<file path="src/rtl/arb4_pkg.sv">
package arb4_pkg;
  localparam int unsigned N_REQ    = 4;
  localparam int unsigned N_LEAF   = N_REQ / 2;
  localparam int unsigned IDX_W    = $clog2(N_REQ);
  localparam int unsigned LEAF_W   = $clog2(N_LEAF);

  typedef enum logic {
    ST_IDLE = 1'b0,
    ST_HOLD = 1'b1
  } hold_state_e;
endpackage

</file>
<file path="src/rtl/pair_arb.sv">
// Two-way arbiter: one-bit token, upward request, rotating preference.
module pair_arb (
  input  logic clk,
  input  logic rst_n,
  input  logic in0,
  input  logic in1,
  input  logic commit,
  output logic token,
  output logic up
);
  logic fav;      // 0: favour in0, 1: favour in1
  logic contest;

  assign contest = in0 & in1;
  assign up      = in0 | in1;

  always_comb begin
    if (contest) token = fav;
    else         token = in1;
  end

  always_ff @(posedge clk or negedge rst_n) begin
    if (!rst_n)                fav <= 1'b0;
    else if (commit && contest) fav <= ~token;
  end
endmodule

</file>
<file path="src/rtl/grant_hold.sv">
// Holds the winner token from the grant until the resource is released.
module grant_hold
  import arb4_pkg::*;
(
  input  logic             clk,
  input  logic             rst_n,
  input  logic             start,
  input  logic [IDX_W-1:0] next_idx,
  input  logic             rel,
  output logic             busy,
  output logic [IDX_W-1:0] idx
);
  hold_state_e st;

  always_ff @(posedge clk or negedge rst_n) begin
    if (!rst_n) begin
      st  <= ST_IDLE;
      idx <= '0;
    end else begin
      unique case (st)
        ST_IDLE: if (start) begin
          st  <= ST_HOLD;
          idx <= next_idx;
        end
        ST_HOLD: if (rel) st <= ST_IDLE;
        default: st <= ST_IDLE;
      endcase
    end
  end

  assign busy = (st == ST_HOLD);
endmodule

</file>
<file path="src/rtl/arb4_tree.sv">
module arb4_tree
  import arb4_pkg::*;
(
  input  logic             clk,
  input  logic             rst_n,
  input  logic [N_REQ-1:0] req,
  input  logic             release_i,
  output logic [N_REQ-1:0] grant,
  output logic             win_vld,
  output logic [IDX_W-1:0] win_idx
);
  logic [N_LEAF-1:0] leaf_tok;
  logic [N_LEAF-1:0] leaf_up;
  logic              root_tok;
  logic              root_up;
  logic              start;
  logic              busy;
  logic [IDX_W-1:0]  pick;

  assign start = ~busy & root_up;

  generate
    for (genvar k = 0; k < N_LEAF; k++) begin : g_leaf
      pair_arb i_leaf (
        .clk    (clk),
        .rst_n  (rst_n),
        .in0    (req[2*k]),
        .in1    (req[2*k+1]),
        .commit (start && (root_tok == LEAF_W'(k))),
        .token  (leaf_tok[k]),
        .up     (leaf_up[k])
      );
    end
  endgenerate

  pair_arb i_root (
    .clk    (clk),
    .rst_n  (rst_n),
    .in0    (leaf_up[0]),
    .in1    (leaf_up[1]),
    .commit (start),
    .token  (root_tok),
    .up     (root_up)
  );

  assign pick = {root_tok, leaf_tok[root_tok]};

  grant_hold i_hold (
    .clk      (clk),
    .rst_n    (rst_n),
    .start    (start),
    .next_idx (pick),
    .rel      (release_i),
    .busy     (busy),
    .idx      (win_idx)
  );

  assign win_vld = busy;

  always_comb begin
    for (int i = 0; i < N_REQ; i++)
      grant[i] = busy && (win_idx == IDX_W'(i));
  end
endmodule

</file>
<file path="config.mk">
export PLATFORM = sky130hd
export DESIGN_NAME = arb4_tree
export DESIGN_NICKNAME = d
export VERILOG_FILES = /design/src/rtl/arb4_pkg.sv /design/src/rtl/pair_arb.sv /design/src/rtl/grant_hold.sv /design/src/rtl/arb4_tree.sv
export SDC_FILE = /design/constraint.sdc
export NUM_CORES = 1
export LEC_CHECK = 0
export ABC_AREA = 0
export BUFFER_PORTS_ARGS = -buffer_cell sky130_fd_sc_hd__buf_2
export CAP_MARGIN = 30
export CORE_AREA = 3 3 40 42
export DETAILED_ROUTE_END_ITERATION = 8
export DIE_AREA = 0 0 43 45
export GPL_ROUTABILITY_DRIVEN = 0
export GPL_TIMING_DRIVEN = 0
export SETUP_SLACK_MARGIN = 0.02
export SLEW_MARGIN = 20
export SYNTH_ARGS = -nofsm -noshare
export SYNTH_HDL_FRONTEND = slang
export SYNTH_SLANG_ARGS = --single-unit
export TNS_END_PERCENT = 5
</file>
<file path="constraint.sdc">
create_clock -name clk -period 1.1 [get_ports clk]
set_clock_uncertainty 0.15 [all_clocks]
set_input_delay 0 -clock clk [delete_from_list [all_inputs] [get_ports clk]]
set_output_delay 0 -clock clk [all_outputs]
set_load 0.05 [all_outputs]
</file>
==> reports/qor.txt, run 1 <==
Status: finished with violations
Violated checks: negative hold slack, negative setup slack
Max-slew violations: 0
CP bufs+invs: 2
Clk buf depth: 2
RSZ-0062 raised after global routing: true
Max stage delay on crit path: 0.41 ns
Pleak: 0.273 nW
Htree depth: 1
TritonCTS buffer count: 3
CP max FO: 6
Starting density of the core: 25.9%
WP data required: 0.95 ns
Insertion delay to the later sink of the worst-skew pair: 0.26 ns
Row cnt: 13
Routed via count: 339
Switch Pwr: 0.601 mW
Share of the yosys chip area belonging to registers: 45.1%
Setup Total Neg Slack: -1.24 ns
Worst-Margin Slew: 0.258 ns
Total power: 1.35 mW
Synthesis Warnings: 0
# diodes: 0
Syn Area/Cell: 10.1 um2
Dpl hpwl: 545 um
CTS tree: yes
Syn nets: 40
Period utilization: 119%
Grt ovf: 0
Number of synthesized register bits: 6
Combinational power share: 51.3%
R2R cell count: 4
DP Worst Slack: -0.0429 ns
Top cell family by delay on the critical path: flip-flops
DRC: 0
Sink Count: 6
Vias in the first global route: 347
Drt initial violations: 8
Worst path cell trace: buf_6 > and3b_2 > buf_8
Clock-pin transition on the worst setup and hold timing paths: 0.05 ns
CP Launch Type: register
Die ar.: 1940 um2
Die extent in y: 45 um
Number of distinct library cells after synthesis: 22
Data arrival, critical path: 1.16 ns
Drt total wl: 902 um
Antenna violation net count after detailed routing: 0
Min-delay src: req[3]
Prevailing post-synth register cell: dfrtp_1
Core region area: 1280 um2
Slew headroom: 82.7%
Hold Crit Class: in -> reg
Net Sw Frac: 44.5%
First-pass GRT wire length: 1500 um
Internal power: 0.748 mW
Drt wl/cell: 12.2 um
EDFF count, synth: 0
Worst path slowest cell: dfrtp_2
Critical path class: reg -> out
Maxcap violations: 0
Setup ws final: -0.209 ns
Reg2reg start: i_hold.busy
Final hold vios: 2
Initial antenna violation count: 0
Ports: 14
WHS Endpoint: i_hold.busy
VDD IR max: 926 uV
Area growth from synthesis to final layout: 85.0%
Root buffer cell: clkbuf_4
Reg2reg end: g_leaf[1].i_leaf.fav
FMAX: 764 MHz
Tmin final: 1.31 ns
Layout cells sized above 1: 52.5%
Layout Nets: 67
Power density cells: 2190 nW/um2
Sequential power share: 31.8%
GRT Resource Usage Total: 11.0%
Synth Instances: 33
Hold_ws: -0.0176 ns
R2R Setup Slk: -0.18 ns
Hold Path Depth: 3
Clock Power Share: 16.9%
Crit end category: output pin
Asr flop ratio synth: 100%
Die Wd: 43 um
Setup violators final: 11
Vias per cell: 4.58
Pre-Repair DR Iteration Count: 4
Post-Syn Area: 333 um2
IO Port Bufs: 13
Pin count of the biggest net entering global routing: 7
## final cells by class
cell class,instances,area (um2)
multi-input combinational,25,210
fill,115,669
clock buffer,4,26.3
inverter,1,3.75
buffer,1,11.3
tap,15,18.8
sequential,6,154
timing repair buffer,22,191
## power groups by stage
| stage | clock [mW] | combinational [mW] | sequential [mW] |
|---|---|---|---|
| global placement | 0 | 0.552 | 0.419 |
| floorplan | 0 | 0.334 | 0.517 |
| finish | 0.228 | 0.692 | 0.429 |
| CTS | 0.233 | 0.679 | 0.424 |
| global route | 0.257 | 0.729 | 0.447 |
| detailed placement | 0 | 0.555 | 0.424 |
## registers in the layout, indices dropped and copies added (netlist names)
name	count
g_leaf.i_leaf.fav	2
i_hold.busy	1
i_hold.idx	2
i_root.fav	1
## cells in the mapped netlist (2+ instances only)
cell / number / area, um2
xnor2_1: 2 / 17.5
nor2_1: 4 / 15.0
nand4b_1: 2 / 17.5
dfrtp_1: 6 / 150
o21ai_1: 2 / 10.0
## logic make-up (layout without fill, tap and decap cells)
kind of cell / Yosys count / after routing / synth area share, %
muxes: 1 / 1 / 3.01
DFF: 6 / 6 / 45.1
AOI/OAI and AO/OA: 5 / 5 / 10.5
and+or+nand+nor: 16 / 16 / 30.8
xor gates and xnor gates: 3 / 3 / 7.90
buffers and inverters: 2 / 28 / 2.63
## per-layer routing
layer	part of all wire (%)	GRT usage, %
met5	0	0
met4	1.1	5.42
met3	9.0	5.98
met2	49	15.9
met1	41	13.2
## metrics by stage
step           hold WS [ns]  instance area (um2)  std cells  util [%]
2_1_floorplan        -0.446                  360         33         -
3_3_place_gp         -0.312                  444         61      34.6
3_5_place_dp         -0.315                  444         61      34.6
4_1_cts             -0.0486                  594         74      46.3
5_1_grt              0.0241                  616         74      47.9
6_report            -0.0176                  616         74      47.9
## worst max path at each step
stage	start	slack, ns	cells after the start	to
floorplan	i_hold.busy	-0.23	2	grant[0]
global placement	i_hold.busy	-0.03	3	i_root.fav
detailed placement	i_hold.busy	-0.04	3	g_leaf[1].i_leaf.fav
CTS	i_hold.busy	-0.21	3	grant[2]
global route	i_hold.busy	-0.25	3	grant[2]
finish	i_hold.busy	-0.21	3	grant[2]
## repair_timing
item                       CTS  global route
hold endpoints to repair    11             0
setup endpoints to repair    9            12
resized for setup           14             4
pin swaps                    5             0
buffers inserted             3             0
hold buffers                 6             0
## tightest hold or removal path: cells and delay by family
kind	cells	cell delay, ns
and+or+nand+nor	1	0.06
muxes	1	0.14
buffers and inverters	1	0.13
## placed cells by master (no fill, tap or decap), types with 2 or more instances in the layout
cell type / instances
clkbuf_4: 3
buf_6: 6
nor2_1: 2
buf_4: 4
dfrtp_1: 3
buf_2: 6
nand4b_1: 2
nor2_2: 2
dfrtp_2: 3
o21ai_1: 2
dlygate4sd3_1: 6
xnor2_1: 2
Power figures use the tool's default switching activity.
==> run 2: changes to the inputs <==
SYNTH_HIERARCHICAL = 1   (was default)
==> run 2 against run 1 <==
The run ends with negative setup slack left. Register-to-register slack got worse by 0.14 ns. Die area unchanged. Sequential share of layout area decreased by 2.3 points. First-iteration DRC count decreased by 63%. Clock power about the same.
==> reports/qor.txt, run 2 <==
Status: finished with violations
Violated checks: negative setup slack
Root buffer cell: clkbuf_4
Top Registers: g_leaf.i_leaf/fav (2), i_hold/idx (2)
Number of distinct library cells after synthesis: 16 (-27%)
DP Area: 477 um2 (+7.3%)
Drt initial violations: 3 (-5)
Ports: 14 (unchanged)
Routed via count: 356 (+5.0%)
Max-slew violations: 0 (unchanged)
WP data required: 1.08 ns (+0.13 ns)
First-pass GRT wire length: 1300 um (-13%)
Post-Syn Area: 372 um2 (+12%)
Slew headroom: 86.1% (+3.4 points)
Cells after DPL: 62 (+1.6%)
Share of the synthesized area in the top cell type: 40.4% (-4.7 points)
Initial antenna violation count: 0 (unchanged)
Syn Area/Cell: 10.9 um2 (+8.4%)
R2R Setup Slk: -0.32 ns (-0.14 ns)
Period utilization: 129% (+9.7 points)
CP Launch Type: register
Pleak: 0.338 nW (+24%)
Layout Nets: 73 (+9.0%)
Prevailing post-synth register cell: dfrtp_1
Worst path cell trace: inv_2 > a21boi_4 > mux2_4 > mux2_4
Combinational power share: 65.5% (+14 points)
Internal power: 1.16 mW (+56%)
Sink Count: 6 (unchanged)
Synth Instances: 34 (+3.0%)
Insertion delay to the later sink of the worst-skew pair: 0.25 ns (about the same)
Area growth from synthesis to final layout: 84.2%
RSZ-0062 raised after global routing: true
Drt wl/cell: 10.6 um (-13%)
Reg2reg end: i_hold/idx[0]
Hold_ws: 0.103 ns (+0.120 ns)
Setup violators final: 11 (unchanged)
Power density cells: 3070 nW/um2 (+40%)
Die ar.: 1940 um2 (unchanged)
Clock-pin transition on the worst setup and hold timing paths: 0.05 ns (about the same)
Htree depth: 1 (unchanged)
Core region area: 1280 um2 (unchanged)
Most frequent cells in the layout: buf_4, dlygate4sd3_1, buf_2, buf_6, dfrtp_1
Net Sw Frac: 44.5% (about the same)
Synthesis Warnings: 6 (+6)
Syn nets: 41 (+2.5%)
Vias in the first global route: 326 (-6.1%)
Critical path class: reg -> reg
VDD IR max: 1320 uV (+43%)
CP max FO: 3 (-3)
Hold Path Depth: 4 (+1)
FMAX: 706 MHz (-7.5%)
Setup ws final: -0.316 ns (-0.106 ns)
Sequential power share: 23.7% (-8.1 points)
TritonCTS buffer count: 3 (unchanged)
Max stage delay on crit path: 0.35 ns (-0.06 ns)
CP endpoint: i_hold/idx[0]
Reg2reg start: i_root/fav
Crit-path most repeated cell: mux2_4
Number of synthesized register bits: 6 (unchanged)
Antenna violation net count after detailed routing: 0 (unchanged)
Worst path slowest cell: dfrtp_1
Clk buf depth: 2 (unchanged)
Hold Crit Class: in -> reg
Data arrival, critical path: 1.39 ns (+0.23 ns)
Pre-Repair DR Iteration Count: 2 (-2)
Total power: 2.10 mW (+56%)
CTS tree: yes
Fin cells: 80 (+8.1%)
Switch Pwr: 0.935 mW (+56%)
Starting density of the core: 28.9% (+3.0 points)
Pin count of the biggest net entering global routing: 7 (unchanged)
Maxcap violations: 0 (unchanged)
Final Cell Area: 684 um2 (+11%)
Drt total wl: 850 um (-5.8%)
Die Wd: 43 um (unchanged)
EDFF count, synth: 0 (unchanged)
Row cnt: 13 (unchanged)
Die extent in y: 45 um (unchanged)
DRC: 0 (unchanged)
Worst-Margin Slew: 0.208 ns (-0.0503 ns)
Synth area leader: dfrtp_1
GRT Resource Usage Total: 9.62% (-1.3 points)
Most common cell in the netlist: dfrtp_1
Share of the yosys chip area belonging to registers: 40.4% (-4.7 points)
# diodes: 0 (unchanged)
Tmin final: 1.42 ns (+0.106 ns)
CP Launch Point: i_root/fav
Clock Power Share: 10.8% (-6.1 points)
Setup Total Neg Slack: -2.07 ns (-0.835 ns)
Asr flop ratio synth: 100% (unchanged)
IO Port Bufs: 13 (unchanged)
Crit end category: register
Layout cells sized above 1: 55.4% (+2.8 points)
Most common cell after layout, fill and taps aside: buf_4
Synth area leaders: dfrtp_1, mux2_4, xnor2_1
Vias per cell: 4.45 (-2.9%)
R2R cell count: 4 (unchanged)
Grt ovf: 0 (unchanged)
Final hold vios: 0 (-2)
-- run 2: cell count changes after synthesis, moves of 3 or more --
cell      change
or2_1         +3
mux2_4        +3
nor2_1        -3
a21boi_0      +3
-- run 2: worst max-delay path: cells and delay by family (launching register included) --
family                 cells  cell delay, ns
muxes                      2            0.56
AOI/OAI and AO/OA          1            0.18
buffers and inverters      1            0.05
DFF                        1            0.35
-- run 2: power groups by stage --
stage	combinational [mW]	sequential, mW	clock [mW]
2_1_floorplan	0.622	0.690	0
3_3_place_gp	0.970	0.519	0
3_5_place_dp	0.975	0.527	0
4_1_cts	1.34	0.496	0.238
5_1_grt	1.43	0.521	0.246
6_report	1.38	0.498	0.226
-- run 2: cell type report --
cell class	count	area, um2
fill	123	601
multi-input combinational	25	245
timing repair buffer	27	228
sequential	6	155
clock buffer	4	26.3
tap	15	18.8
inverter	3	11.3
-- run 2: metrics by stage --
step | util (%) | worst slack (ns)
finish | 53.3 | -0.316
CTS | 52.0 | -0.300
global route | 53.3 | -0.354
floorplan | - | -0.361
detailed placement | 37.1 | -0.361
global placement | 37.1 | -0.347
-- run 2: worst min-delay path by stage --
stage	start	endpoint	slack, ns
after floorplan	rst_n	g_leaf[0].i_leaf/fav	-0.45
after global placement	rst_n	g_leaf[1].i_leaf/fav	-0.31
after global routing	req[3]	i_root/fav	0.14
final	req[3]	i_root/fav	0.10
after detailed placement	rst_n	i_hold/idx[0]	-0.31
after CTS	req[2]	i_root/fav	0.08
-- run 2: logic make-up (layout without fill, tap and decap cells) --
group	count (synthesis)	after routing	share of synthesized area (%)
AOI/OAI and AO/OA	4	4	7.41
xor gates and xnor gates	3	3	7.07
buffers and inverters	3	34	3.03
DFF	6	6	40.4
muxes	3	3	12.1
and+or+nand+nor	15	15	30.0
-- run 2: repair_timing --
action                     4_1_cts  5_1_grt
hold buffers                     7        0
hold endpoints to repair         9        0
buffers inserted                 6        1
setup endpoints to repair       13       13
gates resized for setup         17        3
pin swaps                        6        1
-- run 2: layer usage --
metal / wire length, um / vias up / global-route usage, % / part of all wire, %
met5: 0 / - / 0 / 0
met4: 4 / 0 / 7.23 / 0.47
met3: 46 / 2 / 3.59 / 5.4
met2: 386 / 11 / 15.3 / 45
met1: 413 / 163 / 10.5 / 49
li1: - / 180 / - / -
==> run 3: changes to the inputs <==
CTS_BUF_LIST = sky130_fd_sc_hd__clkbuf_4 sky130_fd_sc_hd__clkbuf_8   (was default)
==> run 3 against run 2 <==
Critical path depth did not move. Count of clock-buffer cells in the layout did not move. Critical path type unchanged. The flow still finishes with violations (negative setup slack). Sequential share of layout area fell by 0.12 points. Flip-flop and latch count did not move. Clock power rose by 12%. Final area rose by 0.55%. Die area did not move. Total power rose by 1.5%. Via count rose by 2.5%. Worst setup slack got worse by 0.0019 ns. Maximum frequency fell by 0.13%.
==> reports/qor.txt, run 3 (synthesized netlist as in run 2, its figures left out) <==
Slew headroom: 86.0% (-0.16 points)
Internal power: 1.19 mW (+2.1%)
Layout Nets: 73 (unchanged)
TritonCTS buffer count: 3 (unchanged)
# diodes: 0 (unchanged)
Crit end category: register
GRT Resource Usage Total: 9.62% (unchanged)
Vias per cell: 4.56 (+2.5%)
Worst-Margin Slew: 0.210 ns (+0.00234 ns)
Setup Total Neg Slack: -2.10 ns (-0.0269 ns)
WP data required: 1.08 ns (about the same)
Drt total wl: 863 um (+1.5%)
Die ar.: 1940 um2 (unchanged)
Setup violators final: 11 (unchanged)
DRC: 0 (unchanged)
CTS tree: yes
Final Util: 53.6% (+0.29 points)
Combinational power share: 64.7% (-0.8 points)
Top Registers: g_leaf.i_leaf/fav (2), i_hold/idx (2)
Final Cell Area: 688 um2 (+0.55%)
Starting density of the core: 28.9% (unchanged)
Sequential power share: 23.4% (-0.3 points)
Clock-pin transition on the worst setup and hold timing paths: 0.05 ns (about the same)
Initial antenna violation count: 0 (unchanged)
Hold Crit Class: in -> reg
Drt wl/cell: 10.8 um (+1.5%)
Drt initial violations: 2 (-1)
Net Sw Frac: 44.2% (-0.36 points)
Most frequent cells in the layout: buf_4, dlygate4sd3_1, buf_2, buf_6
Data arrival, critical path: 1.39 ns (about the same)
Final hold vios: 0 (unchanged)
Vias in the first global route: 326 (unchanged)
IO Port Bufs: 13 (unchanged)
Antenna violation net count after detailed routing: 0 (unchanged)
Area growth from synthesis to final layout: 85.2%
Status: finished with violations
RSZ-0062 raised after global routing: true
Period utilization: 129% (+0.17 points)
Violated checks: negative setup slack
Die Wd: 43 um (unchanged)
Setup ws final: -0.317 ns (-0.00186 ns)
DP Area: 477 um2 (unchanged)
Pre-Repair DR Iteration Count: 4 (+2)
Row cnt: 13 (unchanged)
Routed via count: 365 (+2.5%)
Critical path class: reg -> reg
CP Launch Type: register
Clk buf depth: 2 (unchanged)
DP Worst Slack: -0.361 ns (unchanged)
Root buffer cell: clkbuf_4
Hold_ws: 0.105 ns (+0.00286 ns)
Die extent in y: 45 um (unchanged)
FMAX: 706 MHz (-0.13%)
VDD IR max: 1310 uV (-1.2%)
Clock Power Share: 11.9% (+1.1 points)
Switch Pwr: 0.941 mW (+0.63%)
Core region area: 1280 um2 (unchanged)
First-pass GRT wire length: 1300 um (unchanged)
Insertion delay to the later sink of the worst-skew pair: 0.25 ns (about the same)
Sink Count: 6 (unchanged)
Total power: 2.13 mW (+1.5%)
Max-slew violations: 0 (unchanged)
Cells after DPL: 62 (unchanged)
Ports: 14 (unchanged)
Fin cells: 80 (unchanged)
Maxcap violations: 0 (unchanged)
Pleak: 0.341 nW (+1.0%)
Tmin final: 1.42 ns (+0.00186 ns)
CP max FO: 3 (unchanged)
Power density cells: 3100 nW/um2 (+0.91%)
Pin count of the biggest net entering global routing: 7 (unchanged)
Htree depth: 1 (unchanged)
Layout cells sized above 1: 56.9% (+1.5 points)
Most common cell after layout, fill and taps aside: buf_4
Grt ovf: 0 (unchanged)
Fillers: 120 (-2.4%)
[run 3: final timing paths]
| kind | from | to | slack (ns) | cells past startpoint |
|---|---|---|---|---|
| max | i_root/fav | i_hold/idx[0] | -0.32 | 4 |
| min | req[3] | i_root/fav | 0.11 | 4 |
| max reg2reg | i_root/fav | i_hold/idx[0] | -0.32 | 4 |
| min reg2reg | g_leaf[1].i_leaf/fav | g_leaf[1].i_leaf/fav | 0.32 | 1 |
| max in group asynchronous | rst_n | i_hold/busy | 0.13 | 3 |
| min in group asynchronous | rst_n | i_hold/busy | 0.50 | 3 |
[run 3: repair_timing]
| item | 4_1_cts | 5_1_grt |
|---|---|---|
| hold buffers | 7 | 0 |
| hold endpoints to repair | 9 | 0 |
| gates resized for setup | 17 | 3 |
| pin swaps | 6 | 1 |
| buffers inserted | 6 | 1 |
| setup endpoints to repair | 13 | 13 |
[run 3: layer usage]
layer | global-route usage, % | vias up | share of wire [%]
li1 | - | 179 | -
met4 | 7.23 | 0 | 0.46
met5 | 0 | - | 0
met2 | 15.3 | 15 | 44
met1 | 10.5 | 169 | 49
met3 | 3.59 | 2 | 6.3
[run 3: area by class of cell]
cell class / count / area [um2] / share of cell area, %
clock buffers: 4 / 30.0 / 4.36
inverters: 3 / 11.3 / 1.64
multi-input cells: 25 / 245 / 35.6
flip-flops and latches: 6 / 155 / 22.5
well taps: 15 / 18.8 / 2.73
repair buffers: 27 / 228 / 33.1
[run 3: power by group through the flow]
stage	sequential (mW)	clock, mW	combinational, mW
after detailed placement	0.527	0	0.975
after CTS	0.496	0.265	1.34
after global routing	0.521	0.272	1.43
after floorplan	0.690	0	0.622
after global placement	0.519	0	0.970
final	0.499	0.253	1.38
[run 3: worst max-delay path, stage by stage, from the launching register on]
cell and delay, ns:
dfrtp_1 0.35, inv_2 0.05, a21boi_4 0.18, mux2_4 0.31, mux2_4 0.25
